[src/rtl/wincmp_pkg.sv]
package wincmp_pkg;

    // States of the consecutive-event filter
    typedef enum logic [1:0] {
        ST_OFF   = 2'd0,
        ST_WATCH = 2'd1,
        ST_COUNT = 2'd2,
        ST_ALERT = 2'd3
    } flt_state_t;

endpackage

[src/rtl/wincmp_side.sv]
module wincmp_side #(
    parameter int DATA_W  = 12,
    parameter bit IS_HIGH = 1'b0
) (
    input  logic              clk,
    input  logic              rst_n,
    input  logic              en,
    input  logic              valid,
    input  logic [DATA_W-1:0] code,
    input  logic [DATA_W-1:0] thr,
    input  logic [DATA_W-1:0] hys,
    output logic              flag_q,
    output logic              flag_d
);
    logic [DATA_W-1:0] rel_bound;
    logic              hit;
    logic              release_now;

    generate
        if (IS_HIGH) begin : g_high
            logic [DATA_W:0] diff;
            assign diff        = {1'b0, thr} - {1'b0, hys};
            assign rel_bound   = diff[DATA_W] ? '0 : diff[DATA_W-1:0];
            assign hit         = (code >= thr);
            assign release_now = (code < rel_bound);
        end else begin : g_low
            logic [DATA_W:0] sum;
            assign sum         = {1'b0, thr} + {1'b0, hys};
            assign rel_bound   = sum[DATA_W] ? '1 : sum[DATA_W-1:0];
            assign hit         = (code <= thr);
            assign release_now = (code > rel_bound);
        end
    endgenerate

    always_comb begin
        if (!en) begin
            flag_d = 1'b0;
        end else if (valid) begin
            flag_d = flag_q ? !release_now : hit;
        end else begin
            flag_d = flag_q;
        end
    end

    always_ff @(posedge clk or negedge rst_n) begin
        if (!rst_n) flag_q <= 1'b0;
        else        flag_q <= flag_d;
    end

endmodule

[src/rtl/wincmp_filter.sv]
module wincmp_filter
    import wincmp_pkg::*;
#(
    parameter int CNT_W = 4
) (
    input  logic             clk,
    input  logic             rst_n,
    input  logic             en,
    input  logic             valid,
    input  logic             outside,
    input  logic [CNT_W-1:0] need,
    output logic             alert,
    output logic             fire
);
    flt_state_t       st_q, st_d;
    logic [CNT_W-1:0] run_q, run_d;

    // State register
    always_ff @(posedge clk or negedge rst_n) begin
        if (!rst_n) begin
            st_q  <= ST_OFF;
            run_q <= '0;
        end else begin
            st_q  <= st_d;
            run_q <= run_d;
        end
    end

    // Next-state logic
    always_comb begin
        st_d  = st_q;
        run_d = run_q;
        fire  = 1'b0;
        if (!en) begin
            st_d  = ST_OFF;
            run_d = '0;
        end else begin
            unique case (st_q)
                ST_OFF, ST_WATCH: begin
                    st_d  = ST_WATCH;
                    run_d = '0;
                    if (valid && outside) begin
                        if (need == '0) begin
                            st_d = ST_ALERT;
                            fire = 1'b1;
                        end else begin
                            st_d  = ST_COUNT;
                            run_d = CNT_W'(1);
                        end
                    end
                end
                ST_COUNT: begin
                    if (valid) begin
                        if (!outside) begin
                            st_d  = ST_WATCH;
                            run_d = '0;
                        end else if (run_q >= need) begin
                            st_d  = ST_ALERT;
                            run_d = '0;
                            fire  = 1'b1;
                        end else begin
                            run_d = run_q + CNT_W'(1);
                        end
                    end
                end
                ST_ALERT: begin
                    if (valid) begin
                        if (outside) begin
                            fire = 1'b1;
                        end else begin
                            st_d = ST_WATCH;
                        end
                    end
                end
            endcase
        end
    end

    // Output logic
    always_comb begin
        alert = (st_q == ST_ALERT);
    end

endmodule

[src/rtl/wincmp_sticky.sv]
module wincmp_sticky (
    input  logic clk,
    input  logic rst_n,
    input  logic fire,
    input  logic lo_d,
    input  logic hi_d,
    input  logic clr,
    output logic stk_lo,
    output logic stk_hi
);
    always_ff @(posedge clk or negedge rst_n) begin
        if (!rst_n) begin
            stk_lo <= 1'b0;
            stk_hi <= 1'b0;
        end else begin
            if (fire && lo_d) stk_lo <= 1'b1;
            else if (clr)     stk_lo <= 1'b0;
            if (fire && hi_d) stk_hi <= 1'b1;
            else if (clr)     stk_hi <= 1'b0;
        end
    end
endmodule

[src/rtl/wincmp_evt.sv]
module wincmp_evt #(
    parameter int DATA_W = 12,
    parameter int CNT_W  = 4
) (
    input  logic              clk,
    input  logic              rst_n,
    input  logic              en,
    input  logic              smp_valid,
    input  logic [DATA_W-1:0] smp_code,
    input  logic [DATA_W-1:0] thr_lo,
    input  logic [DATA_W-1:0] thr_hi,
    input  logic [DATA_W-1:0] hyst,
    input  logic [CNT_W-1:0]  evt_need,
    input  logic              flag_clr,
    output logic              cmp_lo,
    output logic              cmp_hi,
    output logic              alert,
    output logic              stk_lo,
    output logic              stk_hi
);
    localparam int NSIDE = 2;

    logic [NSIDE-1:0]        flg_q, flg_d;
    logic [DATA_W-1:0]       side_thr [NSIDE];
    logic                    fire;

    assign side_thr[0] = thr_lo;
    assign side_thr[1] = thr_hi;

    generate
        for (genvar s = 0; s < NSIDE; s++) begin : g_side
            wincmp_side #(.DATA_W(DATA_W), .IS_HIGH(s == 1)) u_side (
                .clk    (clk),
                .rst_n  (rst_n),
                .en     (en),
                .valid  (smp_valid),
                .code   (smp_code),
                .thr    (side_thr[s]),
                .hys    (hyst),
                .flag_q (flg_q[s]),
                .flag_d (flg_d[s])
            );
        end
    endgenerate

    wincmp_filter #(.CNT_W(CNT_W)) u_filter (
        .clk     (clk),
        .rst_n   (rst_n),
        .en      (en),
        .valid   (smp_valid),
        .outside (|flg_d),
        .need    (evt_need),
        .alert   (alert),
        .fire    (fire)
    );

    wincmp_sticky u_sticky (
        .clk    (clk),
        .rst_n  (rst_n),
        .fire   (fire),
        .lo_d   (flg_d[0]),
        .hi_d   (flg_d[1]),
        .clr    (flag_clr),
        .stk_lo (stk_lo),
        .stk_hi (stk_hi)
    );

    assign cmp_lo = flg_q[0];
    assign cmp_hi = flg_q[1];

endmodule

[config.mk]
export PLATFORM = sky130hd
export DESIGN_NAME = wincmp_evt
export DESIGN_NICKNAME = d
export VERILOG_FILES = /design/src/rtl/wincmp_pkg.sv /design/src/rtl/wincmp_side.sv /design/src/rtl/wincmp_filter.sv /design/src/rtl/wincmp_sticky.sv /design/src/rtl/wincmp_evt.sv
export SDC_FILE = /design/constraint.sdc
export NUM_CORES = 1
export LEC_CHECK = 0
export ABC_AREA = 1
export BUFFER_PORTS_ARGS = -buffer_cell sky130_fd_sc_hd__buf_4
export CORE_AREA = 8 8 102 104
export CTS_BUF_LIST = sky130_fd_sc_hd__clkbuf_4
export CTS_CLUSTER_SIZE = 25
export DETAILED_ROUTE_END_ITERATION = 10
export DIE_AREA = 0 0 110 112
export PLACE_DENSITY = 0.67
export REMOVE_ABC_BUFFERS = 1
export SLEW_MARGIN = 0
export SYNTH_ARGS = -nofsm -noshare
export SYNTH_HDL_FRONTEND = slang
export SYNTH_HIERARCHICAL = 1
export SYNTH_SLANG_ARGS = --single-unit
export TNS_END_PERCENT = 5
[constraint.sdc]
create_clock -name clk -period 4.2 [get_ports clk]
set_input_delay 0.21 -clock clk [delete_from_list [all_inputs] [get_ports clk]]
set_output_delay 0.21 -clock clk [all_outputs]
set_load 0.01 [all_outputs]
==> results of run 1 <==
placed cells by master (no fill, tap or decap), drive strengths merged, types with 2 or more instances in the layout:
cell / n
a21boi: 2
a21o: 3
a21oi: 44
a31oi: 2
buf: 61
clkbuf: 3
clkinv: 2
dfrtp: 10
fa: 2
ha: 76
inv: 105
nand2: 146
nand3: 34
nand4: 6
nor2: 43
nor3: 2
o21ai: 12
or2: 10
xnor2: 2
xor2: 7
final timing paths:
check,from,endpoint,slack [ps],depth (start not counted)
max,thr_lo[0],u_filter/run_q[0],860,27
min,flag_clr,u_sticky/stk_lo,200,4
max reg2reg,g_side[0].u_side/flag_q,u_filter/run_q[0],2530,14
min reg2reg,u_sticky/stk_lo,u_sticky/stk_lo,500,2
max in group asynchronous,rst_n,g_side[0].u_side/flag_q,3740,2
min in group asynchronous,rst_n,u_filter/run_q[1],320,2
critical path, cell delays in order:
cell                      delay [ps]
sky130_fd_sc_hd__buf_4           120
sky130_fd_sc_hd__ha_1            220
sky130_fd_sc_hd__fa_1            430
sky130_fd_sc_hd__nand3_1         120
sky130_fd_sc_hd__nand3_2          90
sky130_fd_sc_hd__nand2_1         100
sky130_fd_sc_hd__nand2_2          90
sky130_fd_sc_hd__a21oi_4         220
sky130_fd_sc_hd__nand2_1          80
sky130_fd_sc_hd__nor2_1          130
sky130_fd_sc_hd__ha_1            260
sky130_fd_sc_hd__nand2_1          90
sky130_fd_sc_hd__nor2_1           70
sky130_fd_sc_hd__and2_1          130
sky130_fd_sc_hd__nand2_1          60
sky130_fd_sc_hd__nand3_1          90
sky130_fd_sc_hd__nand2_1          80
sky130_fd_sc_hd__nand2_1          50
sky130_fd_sc_hd__a21oi_1         220
sky130_fd_sc_hd__inv_1            70
sky130_fd_sc_hd__nand2_1         120
sky130_fd_sc_hd__nand2_1          80
sky130_fd_sc_hd__inv_1            90
sky130_fd_sc_hd__nand3_1          80
sky130_fd_sc_hd__nand2_1          60
sky130_fd_sc_hd__inv_1            30
sky130_fd_sc_hd__a21oi_1         120
layer usage:
layer / GRT usage [%] / routed length (um) / up-vias
li1: - / - / 1788
met1: 18.3 / 3840 / 1542
met2: 28.9 / 4750 / 93
met3: 1.68 / 627 / 9
met4: 2.88 / 109 / 0
met5: 0 / 0 / -
registers in the layout, indices dropped and copies added, names as in the netlist:
name                  count
g_side.u_side/flag_q      2
u_filter/run_q            4
u_filter/st_q             2
u_sticky/stk_hi           1
u_sticky/stk_lo           1
power by group through the flow:
stage / combinational (mW) / clock, mW / sequential [mW]
floorplan: 0.324 / 0 / 0.112
global placement: 0.462 / 0 / 0.114
global route: 0.548 / 0.0771 / 0.114
CTS: 0.478 / 0.0718 / 0.112
finish: 0.477 / 0.0671 / 0.112
detailed placement: 0.475 / 0 / 0.114
through the flow:
stage | cell area [um^2] | instances | util [%] | total power, mW | worst slack, ps
after floorplan | 3220 | 515 | - | 0.436 | 1180
after global placement | 3820 | 687 | 42.9 | 0.576 | 658
after detailed placement | 3820 | 687 | 42.9 | 0.589 | 591
after CTS | 3850 | 692 | 43.3 | 0.663 | 865
after global routing | 3850 | 692 | 43.3 | 0.739 | 486
final | 3850 | 692 | 43.3 | 0.657 | 858
area by class of cell:
| type | instances | area, um^2 |
|---|---|---|
| Tap cell | 111 | 139 |
| Fill cell | 952 | 5040 |
| Inverter | 106 | 400 |
| Multi-Input combinational cell | 399 | 2570 |
| Timing Repair Buffer | 62 | 468 |
| Clock inverter | 1 | 3.75 |
| Sequential cell | 10 | 250 |
| Clock buffer | 3 | 22.5 |
cell families after synthesis:
family,Yosys count
buf+inv,106
compound gates,69
fa+ha+maj,78
xor+xnor,9
simple gates,243
flops,10
==> impl_results.md, run 1 <==
* Simple-gate area share of the yosys netlist at between 30% and 40%
* Worst-path fanout max at 4
* HPWL Detailed at around 8400 um
* Number of hold buffers added after cts at 1
* Mean area per synthesized cell at between 6 and 7 um^2
* 1st-pass router iterations at 5
* GRT Util Overall at ~16%
* # rows at 35
* Worst EP required at approximately 4400 ps
* Violation count after the first detailed-route iteration at between 150 and 200
* Height of the die at approximately 110 um
* Post-layout net count at around 720
* Clock Latency Late Sink at around 260 ps
* Final worst path period need at between 3000 and 4000 ps
* Count of distinct cell types in the synthesized netlist at 39
* Worst Hold Margin at about 200 ps
* Kind of end point of the critical path: flop
* Placer congestion estimate at around 0.94
* Part of the power in the clock network at 10.2%
* Unrepaired setup endpoints after global routing: false
* Post-Route WL at slightly above 9000 um
* Clk sinks at 10
* Avg WL per Cell at 13.5 um
* CTS tree: done
* Sort of element at the start of the critical path: input port
* Number of hold-slack violations in the final timing report at 0
* Via count of the first global-routing pass at about 3400
* Crit path kind: in -> reg
* Combinational family with the most area after synthesis: simple AND/OR/NAND/NOR gates
* Result of the run: finished clean
* Leakage component of the power at 2.31 nW
* I/O pin count at 62
* Library cell occupying the most area in the post-synthesis netlist: sky130_fd_sc_hd__ha_1
* Number of setup violations in the final report at 0
* Number of enable flip-flop cells after synthesis at 0
* Fraction of synthesized cell area in xor and xnor cells at around 2.4%
* Total inserted antenna cells at 0
* Clock edge transition at the registers on the reported setup and hold paths at 70 ps
* Post-synthesis cell area at between 3000 and 4000 um^2
* Synthesized-area fraction occupied by ao, oa, aoi and oai cells at about 13%
* Top-area cell type share of the netlist area at between 20% and 30%
* Clock root buffer: sky130_fd_sc_hd__clkbuf_4
* Sw frac at roughly half
* Most instantiated flip-flop cell in the synthesis netlist: sky130_fd_sc_hd__dfrtp_1
* Power per unit of standard cell area at between 150 and 200 nW/um^2
* Mux cell area share after synthesis at 0%
* Most frequent cell after synthesis: sky130_fd_sc_hd__nand2_1
* Commonest cells in the synthesized netlist: sky130_fd_sc_hd__nand2_1, sky130_fd_sc_hd__inv_1, sky130_fd_sc_hd__ha_1
* Initial antenna violation count at 0
* Inserted Clock Buffers at 3
* Biggest area contributors in the synthesized netlist: sky130_fd_sc_hd__ha_1, sky130_fd_sc_hd__nand2_1, sky130_fd_sc_hd__inv_1
* Layout overhead on the synthesized area at 19.7%
* Switching pwr at roughly 0.32 mW
* Pin count of the biggest net entering global routing at 11
* Critical path arrival at 3530 ps
* Wire length of the first global-routing pass at between 15000 and 20000 um
* Postcts setup bufs at 0
* Largest voltage drop on the vdd net at between 0.1 and 0.15 mV
* Share of the clock period used by the worst path after layout at between 70% and 80%
* Path type of the worst min-delay path: in -> reg
* Initial core utilization at between 30% and 40%
* Clock skew after layout at 1.27 ps
* Fraction of layout instances using a drive strength above 1 at between 10% and 20%
* Flip-flop and latch count after synthesis at 10
* Buffers from clock root to sink, at most at 2
* Adder-cell area share of the yosys netlist at between 30% and 40%
* Fraction of the yosys area taken by sequential cells at 7.77%
* Worst-case headroom to the max-slew limit at 73.0%
* Die width at 110 um
* Max-cap viol count at 0
* Highest attainable clock frequency at around 0.3 GHz
* Final Max Slew Viols at 0
* Floorplan die area at ~12000 um^2
* Fraction of power consumed by sequential logic at between 10% and 20%
* Placeable core area at about 9000 um^2
* Share of power burned in combinational logic at between 70% and 80%
* Post-cts resize count at 0
* Yosys synthesis warning count at 6
* Vias per cell at between 4 and 5
* Detailed-route DRC error count at 0
* Share of async-settable or async-resettable flops after synthesis at 100%
* Pin slew with the least headroom to its limit at around 400 ps
* Gr ovfl total at 0
* Final ANT Viol Nets at 0
* Setup total negative slack at 0 ps
* Vias at 3432
* # H-tree levels at 1
* Post-synthesis cell count at 515
* Int Power at roughly 0.34 mW
* Port Buffers at approximately 60
(Power assumes the default switching activity.)
==> run 2, diff against run 1 <==
ABC_AREA = 0   (was 1)
CORE_AREA = 8 8 98 100   (was 8 8 102 104)
DIE_AREA = 0 0 106 108   (was 0 0 110 112)
PLACE_DENSITY = 0.68   (was 0.67)
clock period = 3.4 ns   (was 4.2 ns; I/O delays follow)
==> run 2 against run 1 <==
Net effect:
- the run now ends with setup timing left
- register-to-register slack worse by 1200 ps
- synthesized area shrank 8.0%
- critical path depth shrank 5
- largest power group unchanged
- hold slack lost 110 ps
- cell count shrank 8.5%
- via count decreased by 2.6%
- utilization increased by 13 points
- power increased by 55%
- global-route usage rose by 0.93 points
- clock power increased by 17%
- count of clock-buffer cells in the layout is the same
- critical endpoint is now u_filter/st_q[0]
==> impl_results.md, run 2 <==
* Placer congestion estimate at 0.878 (-6.7%)
* R2R Path Start: g_side[1].u_side/flag_q
* Violations in the final reports: setup timing
* Library cell occupying the most area in the post-synthesis netlist: sky130_fd_sc_hd__ha_1
* Biggest area contributors in the synthesized netlist: sky130_fd_sc_hd__ha_1, sky130_fd_sc_hd__dfrtp_1, sky130_fd_sc_hd__a21oi_1
* Hold Path Depth at 2 (-2)
* Via count of the first global-routing pass at 3586 (+4.1%)
* Reg2Reg Depth at 8 (-6)
* Crit path kind: in -> reg
* Area used by sequential logic in the layout at 250 um^2 (unchanged)
* Most instantiated flip-flop cell in the synthesis netlist: sky130_fd_sc_hd__dfrtp_1
* Final critical-path setup slack at -306 ps (-1160 ps)
* Layout overhead on the synthesized area at 53.3%
* # rows at 33 (-5.7%)
* Worst-path cell with the longest stage delay: sky130_fd_sc_hd__a2111oi_4
* Leakage component of the power at 2.28 nW (-1.3%)
* Pin count of the biggest net entering global routing at 12 (+1)
* Power consumption at 1.02 mW (+55%)
* Post-Route WL at 9830 um (+5.3%)
* Post-synthesis cell area at 2960 um^2 (-8.0%)
* Mean area per synthesized cell at 7.68 um^2 (+23%)
* Hold-critical path endpoint: u_sticky/stk_hi
* Die width at 106 um (-3.6%)
* Post-layout net count at 665 (-7.3%)
* Sort of element at the start of the critical path: input port
* Fraction of layout instances using a drive strength above 1 at 38.3% (+21 points)
* Final worst path period need at between 3000 and 4000 ps
* Unrepaired setup endpoints after global routing: true
* Flip-flop and latch count after synthesis at 10 (unchanged)
* Violation count after the first detailed-route iteration at 99 (-44%)
* Total inserted antenna cells at 0 (unchanged)
* Capture instance of the worst register-to-register path: u_filter/run_q[0]
* Most common cell type on the critical path: sky130_fd_sc_hd__buf_4
* Reg-to-reg slack, setup at 1360 ps (-1170 ps)
* 1st-pass router iterations at 4 (-1)
* Number of flip-flops in the largest register at 4 (unchanged)
* Number of hold-slack violations in the final timing report at 0 (unchanged)
* Largest delay share family, worst path: compound AO/OA/AOI/OAI gates
* Final Max Slew Viols at 0 (unchanged)
* Detailed-route DRC error count at 0 (unchanged)
* Port Buffers at 61 (unchanged)
* Count of distinct cell types in the synthesized netlist at 63 (+62%)
* Final ANT Viol Nets at 0 (unchanged)
* Floorplan die area at 11400 um^2 (-7.1%)
* Initial core utilization at 36.8% (+0.57 points)
* Critical path cell sequence: buf_4, buf_4, inv_1, ha_1, nor2b_4, o31ai_1, buf_4, a211oi_4, o22ai_2, xnor2_1, nand2_1, ha_4, nand4_1, a21oi_2, a2111oi_4, and3_4, a2111oi_4, or2_4, nand2_4, nor3_4, nor2b_1, o21a_1
* Worst path buffer plus inverter count at 4 (unchanged)
* Worst-path fanout max at 4 (unchanged)
* Clk sinks at 10 (unchanged)
* Top-area cell type share of the netlist area at 32.1% (+2.6 points)
* Vias at 3343 (-2.6%)
* Number of setup violations in the final report at 7 (+7)
* Clock root buffer: sky130_fd_sc_hd__clkbuf_4
* Initial antenna violation count at 0 (unchanged)
* Largest register by flop count: u_filter/run_q
* Max-cap viol count at 0 (unchanged)
* Most frequent cell after synthesis: sky130_fd_sc_hd__ha_1
* GRT Util Overall at 16.5% (+0.93 points)
* Inserted Clock Buffers at 3 (unchanged)
* FILL cells at 735 (-23%)
* Buffers from clock root to sink, at most at 2 (unchanged)
* Result of the run: finished, violations left
* Avg WL per Cell at 15.5 um (+15%)
* Worst-case headroom to the max-slew limit at 50.1% (-23 points)
* Worst stage delay on the critical path at 390 ps (-40 ps)
* CTS tree: done
* Footprint of the multi-input gates at 2830 um^2 (+10%)
* Vias per cell at 5.28 (+6.5%)
* Highest attainable clock frequency at roughly 0.27 GHz
* Path type of the worst min-delay path: in -> reg
* Clock skew after layout at 6.32 ps (+5.05 ps)
* Gr ovfl total at 0 (unchanged)
* Post-synthesis cell count at 386 (-25%)
* Pin slew with the least headroom to its limit at 742 ps (+340 ps)
* I/O pin count at 62 (unchanged)
* Yosys synthesis warning count at 6 (unchanged)
* Worst slack at placement at -970 ps (-1560 ps)
* Worst EP required at 3550 ps (-840 ps)
* Commonest cells in the synthesized netlist: sky130_fd_sc_hd__ha_1, sky130_fd_sc_hd__inv_1, sky130_fd_sc_hd__a21oi_1
* Power per unit of standard cell area at 224 nW/um^2 (+32%)
* Most common cell after layout, fill and taps aside: sky130_fd_sc_hd__buf_4
* Min-delay src: flag_clr
* Post-layout utilization of the core at 56.4% (+13 points)
* Kind of end point of the critical path: flop
* Clock edge transition at the registers on the reported setup and hold paths at 60 ps (about the same)
* Placeable core area at 8050 um^2 (-9.4%)
* # H-tree levels at 1 (unchanged)
* Critical Path Stages at 22 (-19%)
* Wire length of the first global-routing pass at 15800 um (+0.79%)
* Height of the die at 108 um (-3.6%)
* Critical path arrival at 3860 ps (+330 ps)
* Number of enable flip-flop cells after synthesis at 0 (unchanged)
* HPWL Detailed at 8080 um (-3.9%)
* Fraction of the yosys area taken by sequential cells at 8.45% (+0.68 points)
* Largest voltage drop on the vdd net at 0.135 mV (+18%)
* Top library cells by usage in the layout, fill and taps aside: sky130_fd_sc_hd__buf_4, sky130_fd_sc_hd__ha_1, sky130_fd_sc_hd__inv_1
* Clock Latency Late Sink at 260 ps (about the same)
* Share of async-settable or async-resettable flops after synthesis at 100% (unchanged)
* Share of the clock period used by the worst path after layout at 109%
* Biggest registers after layout: u_filter/run_q x4, g_side.u_side/flag_q x2, u_filter/st_q x2
## run 2: cell count changes in the layout (fill, tap and decap cells not counted), sizes merged, moves of 4 or more
cell / previous run / this run
and3: 0 / 5
nand2b: 0 / 9
o21ai: 12 / 20
buf: 61 / 143
xnor2: 2 / 8
inv: 105 / 49
or2: 10 / 3
nand3: 34 / 18
a21o: 3 / 11
o2111ai: 1 / 5
nand2: 146 / 31
nor2: 43 / 22
## run 2: repair_timing
action                                  CTS  global route
endpoints found under the hold margin    10             0
resized for setup                        46            20
endpoints found under the setup margin    9             8
hold buffers                              1             0
pin swaps                                38            35
buffers inserted                          9             4
## run 2: per-stage QoR
step,cell area [um^2],std cells,TNS (ps),hold WS (ps)
5_1_grt,4540,633,-2950,76.2
4_1_cts,4390,629,-1210,82.3
3_5_place_dp,4040,616,-7300,12.4
3_3_place_gp,4040,616,-6470,9.25
6_report,4540,633,-1910,87.4
2_1_floorplan,2940,381,-4200,-126
## run 2: cell type report
type / instances / area share [%]
clock buffer: 3 / 0.496
inverter: 49 / 4.05
multi-input combinational: 322 / 62.4
sequential: 10 / 5.51
tap: 105 / 2.89
timing repair buffer: 144 / 24.7
## run 2: cell families (layout without fill, tap and decap cells)
group | after synthesis | count (layout) | synth area share, %
simple gates | 118 | 118 | 20.9
xor+xnor | 13 | 13 | 3.84
compound gates | 111 | 111 | 25.5
mux | 2 | 2 | 0.718
buf+inv | 54 | 196 | 7.14
flops | 10 | 10 | 8.45
fa+ha+maj | 78 | 78 | 33.4
## run 2: worst max-delay path by stage
stage | from | endpoint | slack [ps]
2_1_floorplan | thr_hi[0] | u_filter/run_q[0] | -630
3_3_place_gp | thr_lo[0] | u_filter/run_q[3] | -840
3_5_place_dp | hyst[0] | u_filter/run_q[0] | -970
4_1_cts | hyst[0] | u_filter/run_q[3] | -210
5_1_grt | hyst[2] | u_sticky/stk_lo | -420
6_report | hyst[1] | u_filter/st_q[0] | -310
## run 2: worst reg2reg max path, cell delays in order (launching register included)
cell and delay, ps:
sky130_fd_sc_hd__dfrtp_1 420, sky130_fd_sc_hd__nand2_1 120, sky130_fd_sc_hd__a2111oi_4 350, sky130_fd_sc_hd__and3_4 250, sky130_fd_sc_hd__a2111oi_4 80, sky130_fd_sc_hd__or2_4 300
sky130_fd_sc_hd__and4_4 180, sky130_fd_sc_hd__a31oi_1 150, sky130_fd_sc_hd__a21oi_1 80
## run 2: power breakdown
group	switching, mW	internal [mW]	leakage (nW)
clock network	0.0378	0.0407	0.0138
registers	0.00917	0.125	0.135
logic	0.391	0.416	2.13
total	0.438	0.581	2.28
## run 2: routing by layer
layer	global-route usage, %	routed length [um]	up-vias
met4	3.82	79	0
met3	1.90	304	8
met5	0	0	-
met1	18.2	4120	1573
li1	-	-	1706
met2	32.6	5330	56
==> run 3, diff against run 2 <==
CELL_PAD_IN_SITES_DETAIL_PLACEMENT = 1   (was not set)
CELL_PAD_IN_SITES_GLOBAL_PLACEMENT = 1   (was not set)
PLACE_DENSITY = 0.85   (was 0.68)
==> run 3 against run 2 <==
Net effect:
- the run still ends with setup timing left
- largest power group unchanged
- final area up 2.5%
- sequential share of layout area down 0.13 points
- clock skew is 5.5 ps lower
- hold slack worse by 20 ps
- setup slack got worse by 380 ps
- critical path type unchanged
- utilization is 1.4 points higher
- cell count up 2.4%
- largest cell class unchanged
- sequential power about the same
- global-route usage rose by 6.6 points
- sequential cell count stayed put
- combinational power rose by 16%
- non-clock buffer count is 14 higher
==> impl_results.md, run 3 (same netlist as run 2, synthesis figures left out) <==
* Result of the run: finished, violations left
* Violations in the final reports: setup timing
* Finished layout cell area at 4650 um^2 (+2.5%)
* Total inserted antenna cells at 0 (unchanged)
* Final worst path period need at 4080 ps (+378 ps)
* FILL cells at 972 (+32%)
* Placeable core area at 8050 um^2 (unchanged)
* Biggest registers after layout: u_filter/run_q x4, g_side.u_side/flag_q x2, u_filter/st_q x2
* Unrepaired setup endpoints after global routing: true
* # H-tree levels at 1 (unchanged)
* Avg WL per Cell at 23.0 um (+48%)
* Worst stage delay on the critical path at 410 ps (+20 ps)
* Most common cell type on the critical path: sky130_fd_sc_hd__buf_4
* Largest register by flop count: u_filter/run_q
* Vias at 3835 (+15%)
* Number of cells in the finished layout apart from fillers at 648 (+2.4%)
* Worst setup startpoint: hyst[2]
* Number of hold-slack violations in the final timing report at 0 (unchanged)
* Path type of the worst min-delay path: in -> reg
* Layout overhead on the synthesized area at 57.1%
* Post-layout net count at 679 (+2.1%)
* Placed Cells incl. Taps at 628 (+1.9%)
* Post-layout utilization of the core at 57.8% (+1.4 points)
* Pin count of the biggest net entering global routing at 12 (unchanged)
* Worst path buffer plus inverter count at 7 (+3)
* Most common cell after layout, fill and taps aside: sky130_fd_sc_hd__buf_4
* Clk sinks at 10 (unchanged)
* Largest delay share family, worst path: compound AO/OA/AOI/OAI gates
* GRT Util Overall at 23.1% (+6.6 points)
* Clock Latency Late Sink at 280 ps (+20 ps)
* Clock edge transition at the registers on the reported setup and hold paths at 70 ps (about the same)
* I/O pin count at 62 (unchanged)
* Initial antenna violation count at 0 (unchanged)
* Kind of end point of the critical path: flop
* Gr ovfl total at 0 (unchanged)
* Footprint of the multi-input gates at 2840 um^2 (+0.35%)
* Pin slew with the least headroom to its limit at 775 ps (+32.5 ps)
* Final critical-path setup slack at -684 ps (-378 ps)
* Reg-to-reg slack, setup at 1010 ps (-350 ps)
* Critical path cell sequence: buf_4, buf_4, inv_1, ha_1, o21a_1, o31ai_1, buf_4, a211oi_4, o22ai_2, xnor2_1, nand2_2, ha_4, buf_4, buf_4, a2111oi_4, and3_4, a2111oi_4, or2_4, nand2_2, nor3_4, buf_4, a31oi_1, a21oi_1
* Wire length of the first global-routing pass at 21500 um (+36%)
* Number of flip-flops in the largest register at 4 (unchanged)
* Final ANT Viol Nets at 0 (unchanged)
* Sort of element at the start of the critical path: input port
* Placement-stage cell area at 4130 um^2 (+2.2%)
* HPWL Detailed at 10100 um (+25%)
* Port Buffers at 61 (unchanged)
* Height of the die at 108 um (unchanged)
* CTS tree: done
* Inserted Clock Buffers at 3 (unchanged)
* Worst-case headroom to the max-slew limit at 47.9% (-2.2 points)
* Area used by sequential logic in the layout at 250 um^2 (unchanged)
* Crit path kind: in -> reg
* Fraction of layout instances using a drive strength above 1 at 40.9% (+2.6 points)
* Vias per cell at 5.92 (+12%)
* Top library cells by usage in the layout, fill and taps aside: sky130_fd_sc_hd__buf_4, sky130_fd_sc_hd__ha_1, sky130_fd_sc_hd__inv_1
* Detailed-route DRC error count at 0 (unchanged)
* Power per unit of standard cell area at 250 nW/um^2 (+11%)
* Buffers from clock root to sink, at most at 2 (unchanged)
* R2R Path Start: g_side[1].u_side/flag_q
* Leakage component of the power at 2.34 nW (+2.7%)
* Worst-path cell with the longest stage delay: sky130_fd_sc_hd__a2111oi_4
* Share of the clock period used by the worst path after layout at 120% (+11 points)
* Via count of the first global-routing pass at 4332 (+21%)
* # rows at 33 (unchanged)
* Initial core utilization at 36.8% (unchanged)
* Worst-path fanout max at 4 (unchanged)
* Placer congestion estimate at 0.914 (+4.1%)
* Worst EP required at 3560 ps (about the same)
* Max-cap viol count at 0 (unchanged)
* Post-Route WL at 14900 um (+52%)
* Final Max Slew Viols at 0 (unchanged)
* Min-delay src: flag_clr
* Floorplan die area at 11400 um^2 (unchanged)
* Worst Hold Margin at 67.8 ps (-19.6 ps)
* Largest voltage drop on the vdd net at 0.194 mV (+44%)
* Violation count after the first detailed-route iteration at 173 (+75%)
* Clock root buffer: sky130_fd_sc_hd__clkbuf_4
* 1st-pass router iterations at 4 (unchanged)
* Number of setup violations in the final report at 9 (+2)
* Critical path arrival at 4250 ps (+390 ps)
* Die width at 106 um (unchanged)
* Highest attainable clock frequency at 0.245 GHz (-9.3%)
* Clock skew after layout at 0.846 ps (-5.48 ps)
## run 3: cell types whose count changed in the layout (fill, tap and decap cells not counted), moves of 2 or more
| cell | change |
|---|---|
| sky130_fd_sc_hd__nand2_4 | -2 |
| sky130_fd_sc_hd__a21oi_2 | +2 |
| sky130_fd_sc_hd__buf_6 | -2 |
| sky130_fd_sc_hd__nand2_2 | +3 |
| sky130_fd_sc_hd__o21ai_1 | -3 |
| sky130_fd_sc_hd__buf_4 | +16 |
## run 3: worst paths after layout
kind                                      to  cells after the start
min reg2reg                  u_sticky/stk_lo                      2
max                        u_filter/run_q[0]                     23
max reg2reg                u_filter/run_q[0]                     10
min in group asynchronous   u_filter/st_q[0]                      2
max in group asynchronous   u_filter/st_q[1]                      2
min                          u_sticky/stk_hi                      2
## run 3: repair_timing
item,4_1_cts,5_1_grt
hold buffers,1,0
hold endpoints to repair,10,0
buffers inserted,9,6
gates resized for setup,44,22
pin swaps,32,21
setup endpoints to repair,10,10
## run 3: power breakdown
| group | internal [mW] | total, mW | leakage, nW | switching [mW] |
|---|---|---|---|---|
| combinational | 0.450 | 0.937 | 2.19 | 0.487 |
| sequential | 0.125 | 0.135 | 0.135 | 0.0102 |
| clock | 0.0427 | 0.0912 | 0.0154 | 0.0485 |
| total | 0.617 | 1.16 | 2.34 | 0.546 |
## run 3: per-stage QoR
step	worst slack (ps)	power, mW	setup TNS [ps]
global placement	-886	0.795	-6930
finish	-684	1.16	-4940
detailed placement	-1210	0.850	-9690
CTS	-310	1.02	-1830
floorplan	-631	0.512	-4200
global route	-777	1.23	-6010
## run 3: per-layer routing
metal	wire, um	vias up	GRT usage, %	part of all wire (%)
met3	654	61	3.03	4.4
met1	5660	1879	23.0	38
met2	7810	158	45.0	52
met4	802	0	13.2	5.4
met5	0	-	0	0
li1	-	1737	-	-
## run 3: final cells by class
type	instances	area share, %
clock buffer	3	0.484
clock inverter	1	0.0806
inverter	49	3.95
multi-input combinational	322	61.1
sequential	10	5.38
tap	105	2.82
timing repair buffer	158	26.2
